`src/rtl/ftc_pkg.sv`:
```
package ftc_pkg;
    localparam int REG_W  = 32;
    localparam int WORD_W = 64;
    localparam int CHK_W  = 8;

    typedef enum logic [0:0] {
        ST_LOCKED   = 1'b0,
        ST_UNLOCKED = 1'b1
    } lock_state_t;

    typedef struct packed {
        logic             sbc_en;
        logic [CHK_W-1:0] chk;
        logic             mre;
        logic             mrv;
        logic             eie;
        logic             ais;
        logic             aie;
    } ctl_fields_t;
endpackage

```
`src/rtl/ftc_lock_fsm.sv`:
```
module ftc_lock_fsm
    import ftc_pkg::*;
#(
    parameter logic [31:0] PASSWORD = 32'hF9F9_9999
) (
    input  logic             clk,
    input  logic             rst_n,
    input  logic             ctl_wr,
    input  logic [REG_W-1:0] wdata,
    input  logic             pgm_req,
    input  logic             ers_req,
    input  logic             integ_done,
    input  logic             aie_cur,
    input  logic             eie_cur,
    output logic             unlocked,
    output logic             field_wr,
    output logic             clearing
);
    lock_state_t state, state_nx;
    logic unlock_ok, clear_ok;

    always_comb begin
        unlock_ok = ctl_wr && (wdata == PASSWORD) && !pgm_req && !ers_req;
        clear_ok  = ctl_wr && !wdata[REG_W-1] && integ_done && !aie_cur && !eie_cur;
        state_nx  = state;
        unique case (state)
            ST_LOCKED:   if (unlock_ok) state_nx = ST_UNLOCKED;
            ST_UNLOCKED: if (clear_ok)  state_nx = ST_LOCKED;
            default:                    state_nx = ST_LOCKED;
        endcase
    end

    always_ff @(posedge clk or negedge rst_n) begin
        if (!rst_n) state <= ST_LOCKED;
        else        state <= state_nx;
    end

    always_comb begin
        unlocked = 1'b0;
        field_wr = 1'b0;
        clearing = 1'b0;
        unique case (state)
            ST_LOCKED: ;
            ST_UNLOCKED: begin
                unlocked = 1'b1;
                field_wr = ctl_wr;
                clearing = clear_ok;
            end
            default: ;
        endcase
    end
endmodule

```
`src/rtl/ftc_ctl_fields.sv`:
```
module ftc_ctl_fields
    import ftc_pkg::*;
(
    input  logic        clk,
    input  logic        rst_n,
    input  logic        field_wr,
    input  logic        clearing,
    input  logic        integ_done,
    input  ctl_fields_t wr_val,
    output ctl_fields_t cur
);
    always_ff @(posedge clk or negedge rst_n) begin
        if (!rst_n) begin
            cur <= '0;
        end else if (field_wr) begin
            cur.sbc_en <= wr_val.sbc_en;
            cur.chk    <= wr_val.chk;
            cur.ais    <= wr_val.ais;
            cur.aie    <= clearing ? 1'b0 : wr_val.aie;
            cur.eie    <= clearing ? 1'b0 : wr_val.eie;
            if (integ_done) begin
                cur.mre <= wr_val.mre;
                cur.mrv <= wr_val.mrv;
            end
        end
    end
endmodule

```
`src/rtl/ftc_companion.sv`:
```
module ftc_companion
    import ftc_pkg::*;
#(
    parameter int ARR_AW    = 16,
    parameter int REG_SEL_W = 2
) (
    input  logic                 clk,
    input  logic                 rst_n,
    input  logic                 wr_en,
    input  logic [REG_SEL_W-1:0] sel,
    input  logic [REG_W-1:0]     wdata,
    output logic [ARR_AW-1:0]    match_addr,
    output logic [WORD_W-1:0]    inj_word
);
    localparam int HALF_W = WORD_W / 2;

    always_ff @(posedge clk or negedge rst_n) begin
        if (!rst_n) begin
            match_addr <= '0;
        end else if (wr_en && sel == REG_SEL_W'(1)) begin
            match_addr <= wdata[ARR_AW-1:0];
        end
    end

    for (genvar h = 0; h < 2; h++) begin : g_half
        always_ff @(posedge clk or negedge rst_n) begin
            if (!rst_n) begin
                inj_word[h*HALF_W +: HALF_W] <= '0;
            end else if (wr_en && sel == REG_SEL_W'(2 + h)) begin
                inj_word[h*HALF_W +: HALF_W] <= wdata[HALF_W-1:0];
            end
        end
    end
endmodule

```
`src/rtl/ftc_rd_mux.sv`:
```
module ftc_rd_mux
    import ftc_pkg::*;
#(
    parameter int ARR_AW = 16
) (
    input  logic              clk,
    input  logic              rst_n,
    input  logic              rd_req,
    input  logic [ARR_AW-1:0] rd_addr,
    input  logic [WORD_W-1:0] arr_data,
    input  logic [CHK_W-1:0]  arr_chk,
    input  logic              inj_en,
    input  logic [ARR_AW-1:0] match_addr,
    input  logic [WORD_W-1:0] inj_word,
    input  logic [CHK_W-1:0]  inj_chk,
    output logic              rd_valid,
    output logic [WORD_W-1:0] rd_data,
    output logic [CHK_W-1:0]  rd_chk,
    output logic              rd_hit
);
    logic hit_nx;
    assign hit_nx = inj_en && (rd_addr == match_addr);

    always_ff @(posedge clk or negedge rst_n) begin
        if (!rst_n) begin
            rd_valid <= 1'b0;
            rd_data  <= '0;
            rd_chk   <= '0;
            rd_hit   <= 1'b0;
        end else begin
            rd_valid <= rd_req;
            if (rd_req) begin
                rd_hit  <= hit_nx;
                rd_data <= hit_nx ? inj_word : arr_data;
                rd_chk  <= hit_nx ? inj_chk  : arr_chk;
            end
        end
    end
endmodule

```
`src/rtl/flash_test_ctl.sv`:
```
module flash_test_ctl
    import ftc_pkg::*;
#(
    parameter logic [31:0] PASSWORD  = 32'hF9F9_9999,
    parameter int          ARR_AW    = 16,
    parameter int          REG_SEL_W = 2
) (
    input  logic                 clk,
    input  logic                 rst_n,
    input  logic                 bus_wr,
    input  logic [REG_SEL_W-1:0] bus_sel,
    input  logic [31:0]          bus_wdata,
    output logic [31:0]          bus_rdata,
    input  logic                 pgm_req,
    input  logic                 ers_req,
    input  logic                 integ_done,
    output logic                 test_en,
    output logic                 sbc_en,
    output logic                 margin_en,
    output logic                 margin_val,
    output logic                 seq_linear,
    output logic                 integ_en,
    output logic                 inject_en,
    input  logic                 corr_event,
    output logic                 corr_logged,
    input  logic                 rd_req,
    input  logic [ARR_AW-1:0]    rd_addr,
    input  logic [63:0]          arr_data,
    input  logic [7:0]           arr_chk,
    output logic                 rd_valid,
    output logic [63:0]          rd_data,
    output logic [7:0]           rd_chk,
    output logic                 rd_hit
);
    localparam int HALF_W = WORD_W / 2;

    logic        ctl_wr, field_wr, clearing;
    ctl_fields_t wr_val, cur;
    logic [ARR_AW-1:0] match_addr;
    logic [WORD_W-1:0] inj_word;

    assign ctl_wr = bus_wr && (bus_sel == '0);

    always_comb begin
        wr_val.sbc_en = bus_wdata[30];
        wr_val.chk    = bus_wdata[23:16];
        wr_val.mre    = bus_wdata[5];
        wr_val.mrv    = bus_wdata[4];
        wr_val.eie    = bus_wdata[3];
        wr_val.ais    = bus_wdata[2];
        wr_val.aie    = bus_wdata[1];
    end

    ftc_lock_fsm #(.PASSWORD(PASSWORD)) u_fsm (
        .clk(clk), .rst_n(rst_n), .ctl_wr(ctl_wr), .wdata(bus_wdata),
        .pgm_req(pgm_req), .ers_req(ers_req), .integ_done(integ_done),
        .aie_cur(cur.aie), .eie_cur(cur.eie),
        .unlocked(test_en), .field_wr(field_wr), .clearing(clearing)
    );

    ftc_ctl_fields u_fields (
        .clk(clk), .rst_n(rst_n), .field_wr(field_wr), .clearing(clearing),
        .integ_done(integ_done), .wr_val(wr_val), .cur(cur)
    );

    ftc_companion #(.ARR_AW(ARR_AW), .REG_SEL_W(REG_SEL_W)) u_comp (
        .clk(clk), .rst_n(rst_n), .wr_en(bus_wr && test_en), .sel(bus_sel),
        .wdata(bus_wdata), .match_addr(match_addr), .inj_word(inj_word)
    );

    ftc_rd_mux #(.ARR_AW(ARR_AW)) u_rdmux (
        .clk(clk), .rst_n(rst_n), .rd_req(rd_req), .rd_addr(rd_addr),
        .arr_data(arr_data), .arr_chk(arr_chk), .inj_en(cur.eie),
        .match_addr(match_addr), .inj_word(inj_word), .inj_chk(cur.chk),
        .rd_valid(rd_valid), .rd_data(rd_data), .rd_chk(rd_chk), .rd_hit(rd_hit)
    );

    assign sbc_en     = cur.sbc_en;
    assign margin_en  = cur.mre;
    assign margin_val = cur.mrv;
    assign seq_linear = cur.ais && !cur.mre;
    assign integ_en   = cur.aie;
    assign inject_en  = cur.eie;

    always_ff @(posedge clk or negedge rst_n) begin
        if (!rst_n) corr_logged <= 1'b0;
        else        corr_logged <= corr_event && cur.sbc_en;
    end

    always_comb begin
        bus_rdata = '0;
        case (bus_sel)
            REG_SEL_W'(0): bus_rdata = {test_en, cur.sbc_en, 6'b0, cur.chk, 10'b0,
                                        cur.mre, cur.mrv, cur.eie, cur.ais, cur.aie,
                                        integ_done};
            REG_SEL_W'(1): bus_rdata = {{(32-ARR_AW){1'b0}}, match_addr};
            REG_SEL_W'(2): bus_rdata = inj_word[HALF_W-1:0];
            REG_SEL_W'(3): bus_rdata = inj_word[WORD_W-1:HALF_W];
            default:       bus_rdata = '0;
        endcase
    end
endmodule

```
`config.mk`:
```
export PLATFORM = sky130hd
export DESIGN_NAME = flash_test_ctl
export DESIGN_NICKNAME = d
export VERILOG_FILES = /design/src/rtl/ftc_pkg.sv /design/src/rtl/ftc_lock_fsm.sv /design/src/rtl/ftc_ctl_fields.sv /design/src/rtl/ftc_companion.sv /design/src/rtl/ftc_rd_mux.sv /design/src/rtl/flash_test_ctl.sv
export SDC_FILE = /design/constraint.sdc
export NUM_CORES = 1
export LEC_CHECK = 0
export BUFFER_PORTS_ARGS = -buffer_cell sky130_fd_sc_hd__buf_2
export CELL_PAD_IN_SITES_DETAIL_PLACEMENT = 1
export CELL_PAD_IN_SITES_GLOBAL_PLACEMENT = 1
export CORE_ASPECT_RATIO = 0.75
export CORE_MARGIN = 1
export CORE_UTILIZATION = 37
export CTS_CLUSTER_DIAMETER = 60
export DETAILED_ROUTE_END_ITERATION = 7
export HOLD_SLACK_MARGIN = 0.05
export PLACE_DENSITY = 0.82
export SLEW_MARGIN = 5
export SYNTH_ARGS = -nofsm -noshare
export SYNTH_HDL_FRONTEND = slang
export SYNTH_HIERARCHICAL = 1
export SYNTH_SLANG_ARGS = --single-unit
```
`constraint.sdc`:
```
create_clock -name clk -period 1.8 [get_ports clk]
set_input_delay 0.45 -clock clk [delete_from_list [all_inputs] [get_ports clk]]
set_output_delay 0.45 -clock clk [all_outputs]
set_load 0.1 [all_outputs]
```
==> reports/qor.yml <==
grt:
  grt-ovfl-total: 0
  grt_use_total_pct: 27.34
  grt_max_degree: 77
  antenna_found_initial: 1
  grt_pass1_wl_um: 48420
  grt_pass1_vias: 7900
synth:
  ys_async_sr_fraction_pct: 100.0
  synth_area_per_cell_um2: 11.80
  ys_top_cells_by_count: "170 x dfrtp_1, 75 x nor2_1, 74 x nand3_1, 72 x a31oi_1, 59 x mux2_2"
  syn_nets: 864
  synth-seq-area-share_pct: 49.12
  ys_ff_latch: 170
  synthCells: 734
  synth_most_common_cell: "dfrtp_1"
  ys_types: 39
  yosysWarnings: 6
  synth-main-ff-cell: "dfrtp_1"
  yosysTopAreaCell: "dfrtp_1"
  synth_edf_count: 0
  synth_top_area_share_pct: 49.12
  syn_area_um2: 8661
  synthTopCellsByArea: "dfrtp_1 49%, mux2_2 7.7%, mux2_4 7.1%"
sta:
  min_period_ps: 2226
  finalHoldViolCount: 0
  whs_ps: 285.2
  skew_ps: 15.29
  period_share_pct: 123.6
  fmax_mhz: 449.3
  maxSlewViolCount: 0
  slew_headroom_pct: 66.36
  setup_violations: 105
  worstMarginPinSlew_ps: 508.1
  setup_ws_ps: -425.7
  rsz0062_at_grt: "true"
setup_path:
  slowest_stage: "or4_4"
  required_ps: 2070
  cp-end-kind: "flip-flop"
  crit_chain: "xnor2_2 > nand4_1 > or4_4 > buf_12 > buf_16 > o21ai_2 > a31oi_1"
  cp_max_fo: 8
  critPathLaunchType: "flip-flop"
  slowest_delay_ps: 620
  reg2reg_setup_slack_ps: -430
  path_class: "flip-flop to flip-flop"
  critPathTopFamily: "simple AND/OR/NAND/NOR gates"
  cp_num_buf_inv: 2
  worstPathArrival_ps: 2500
route:
  drt-total-wl_um: 35380
  antenna_left: 0
  routedWlPerCell_um: 25.88
  drc: 0
  first_iter_violations: 426
  drtPass1Iterations: 4
  vias: 7592
  vias_per_cell: 5.554
floorplanning:
  dieHeight_um: 134.5
  core_um2: 23000
  start_util_pct: 37.65
  ios: 244
  dieArea_um2: 24030
  row_count: 48
  die_width_um: 178.7
placed_design:
  preCtsSetupSlack_ps: -518.1
  dp.cells: 1293
  numPortBuffers: 243
  gp_congestion: 0.8076
  hpwl_um: 22020
cells_and_area:
  drive_gt1_share_pct: 64.23
  synthToLayoutAreaGrowth_pct: 58.02
  regArea_um2: 4287
  n_fill_cell: 2318
  fin_cells: 1367
  nets: 1183
  multiInputGateArea_um2: 5042
cts:
  cts_tree: "built"
  cts.sinks: 170
  clk_pin_slew_ps: 80
  clock-root-buffer: "clkbuf_16"
  ctsHtreeMaxLevel: 4
  clk_path_buf_depth: 2
  numCtsBuffers: 17
  clk_latency_ps: 420
run:
  max_cap_viol_count: 0
status:
  status: "complete, but fails checks"
  violations: "setup timing"
power:
  power_uw: 9889
  p_per_area_nw_per_um2: 722.6
  peakVddDrop_mv: 0.6015
  leakage_uw: 0.005978
worst_hold_path:
  min_path_type: "input port to flip-flop"
## final timing paths
| kind | cells past startpoint | from | end |
|---|---|---|---|
| setup / recovery | 7 | u_comp/match_addr[1] | u_rdmux/rd_data[33] |
| min in group asynchronous | 2 | rst_n | u_comp/inj_word[0] |
| hold reg to reg | 2 | u_rdmux/rd_hit | u_rdmux/rd_hit |
| setup reg to reg | 7 | u_comp/match_addr[1] | u_rdmux/rd_data[33] |
| max in group asynchronous | 3 | rst_n | u_fields/cur[5] |
| hold / removal | 3 | arr_data[6] | u_rdmux/rd_data[6] |
## cells by family (layout without fill, tap and decap cells)
logic type	Yosys count	in the layout	share of synthesized area, %
mux	124	124	18.45
xor+xnor	16	16	1.618
flops	170	170	49.12
buf+inv	68	399	7.859
compound gates	168	168	11.66
other cells	0	2	0
simple gates	188	188	11.30
## timing repair
| action | in CTS | in global routing |
|---|---|---|
| gates cloned | 6 | 8 |
| hold buffers | 1 | 0 |
| endpoints found under the setup margin | 108 | 108 |
| hold endpoints to repair | 37 | 0 |
| pin swaps | 12 | 79 |
| buffers inserted | 20 | 9 |
| resized for setup | 132 | 143 |
## power by group
part           switching [µW]  internal (µW)
Combinational            1760            535
Sequential               91.9           3960
Clock                    1710           1830
Total                    3560           6330
## placed cells by master, fill, tap and decap left out, types with 22 or more instances in the layout
cell type / synthesis / final
nand3_2: 1 / 29
dfrtp_1: 170 / 150
buf_2: 6 / 202
nor2_1: 75 / 75
buf_12: 2 / 61
buf_6: 25 / 22
clkbuf_16: 0 / 23
o21ai_2: 0 / 38
buf_4: 5 / 53
mux2_4: 41 / 43
mux2_2: 59 / 57
o21ai_1: 50 / 28
a31oi_1: 72 / 62
nand3_1: 74 / 26
## metrics by stage
| stage | util (%) | instance area [µm²] | TNS [ps] |
|---|---|---|---|
| 6_report | 59.50 | 13690 | -25530 |
| 5_1_grt | 59.49 | 13680 | -29130 |
| 4_1_cts | 55.22 | 12700 | -23120 |
| 3_5_place_dp | 49.17 | 11310 | -44030 |
| 3_3_place_gp | 49.17 | 11310 | -38000 |
| 2_1_floorplan | - | 9123 | -5783 |
## sequential cells by signal, indices dropped and copies added (netlist names)
register,count
corr_logged,1
u_rdmux/rd_valid,1
u_rdmux/rd_chk,8
u_comp/inj_word,64
u_fsm/state,1
u_rdmux/rd_data,64
u_comp/match_addr,16
u_fields/cur,14
u_rdmux/rd_hit,1
## worst reg2reg max path, cell delays in order, from the launching register on
cell and delay [ps]:
dfrtp_2 460, xnor2_2 160, nand4_1 170, or4_4 620, buf_12 200, buf_16 160
o21ai_2 160, a31oi_1 150
## area by class of cell
type                       instances  area share, %
antenna                            2        0.03657
clock buffer                      18          3.209
clock inverter                    13         0.7954
inverter                           3        0.08228
multi-input combinational        496          36.84
sequential                       170          31.32
tap                              300          2.743
timing repair buffer             365          24.97
## metal layers
layer	vias up	track usage, %	routed length, µm
li1	3350	-	-
met4	0	7.345	506
met5	-	0	0
met3	35	5.265	1651
met2	270	43.48	17170
met1	3937	38.07	16050
Note: power is estimated with default switching activity, not from simulation.
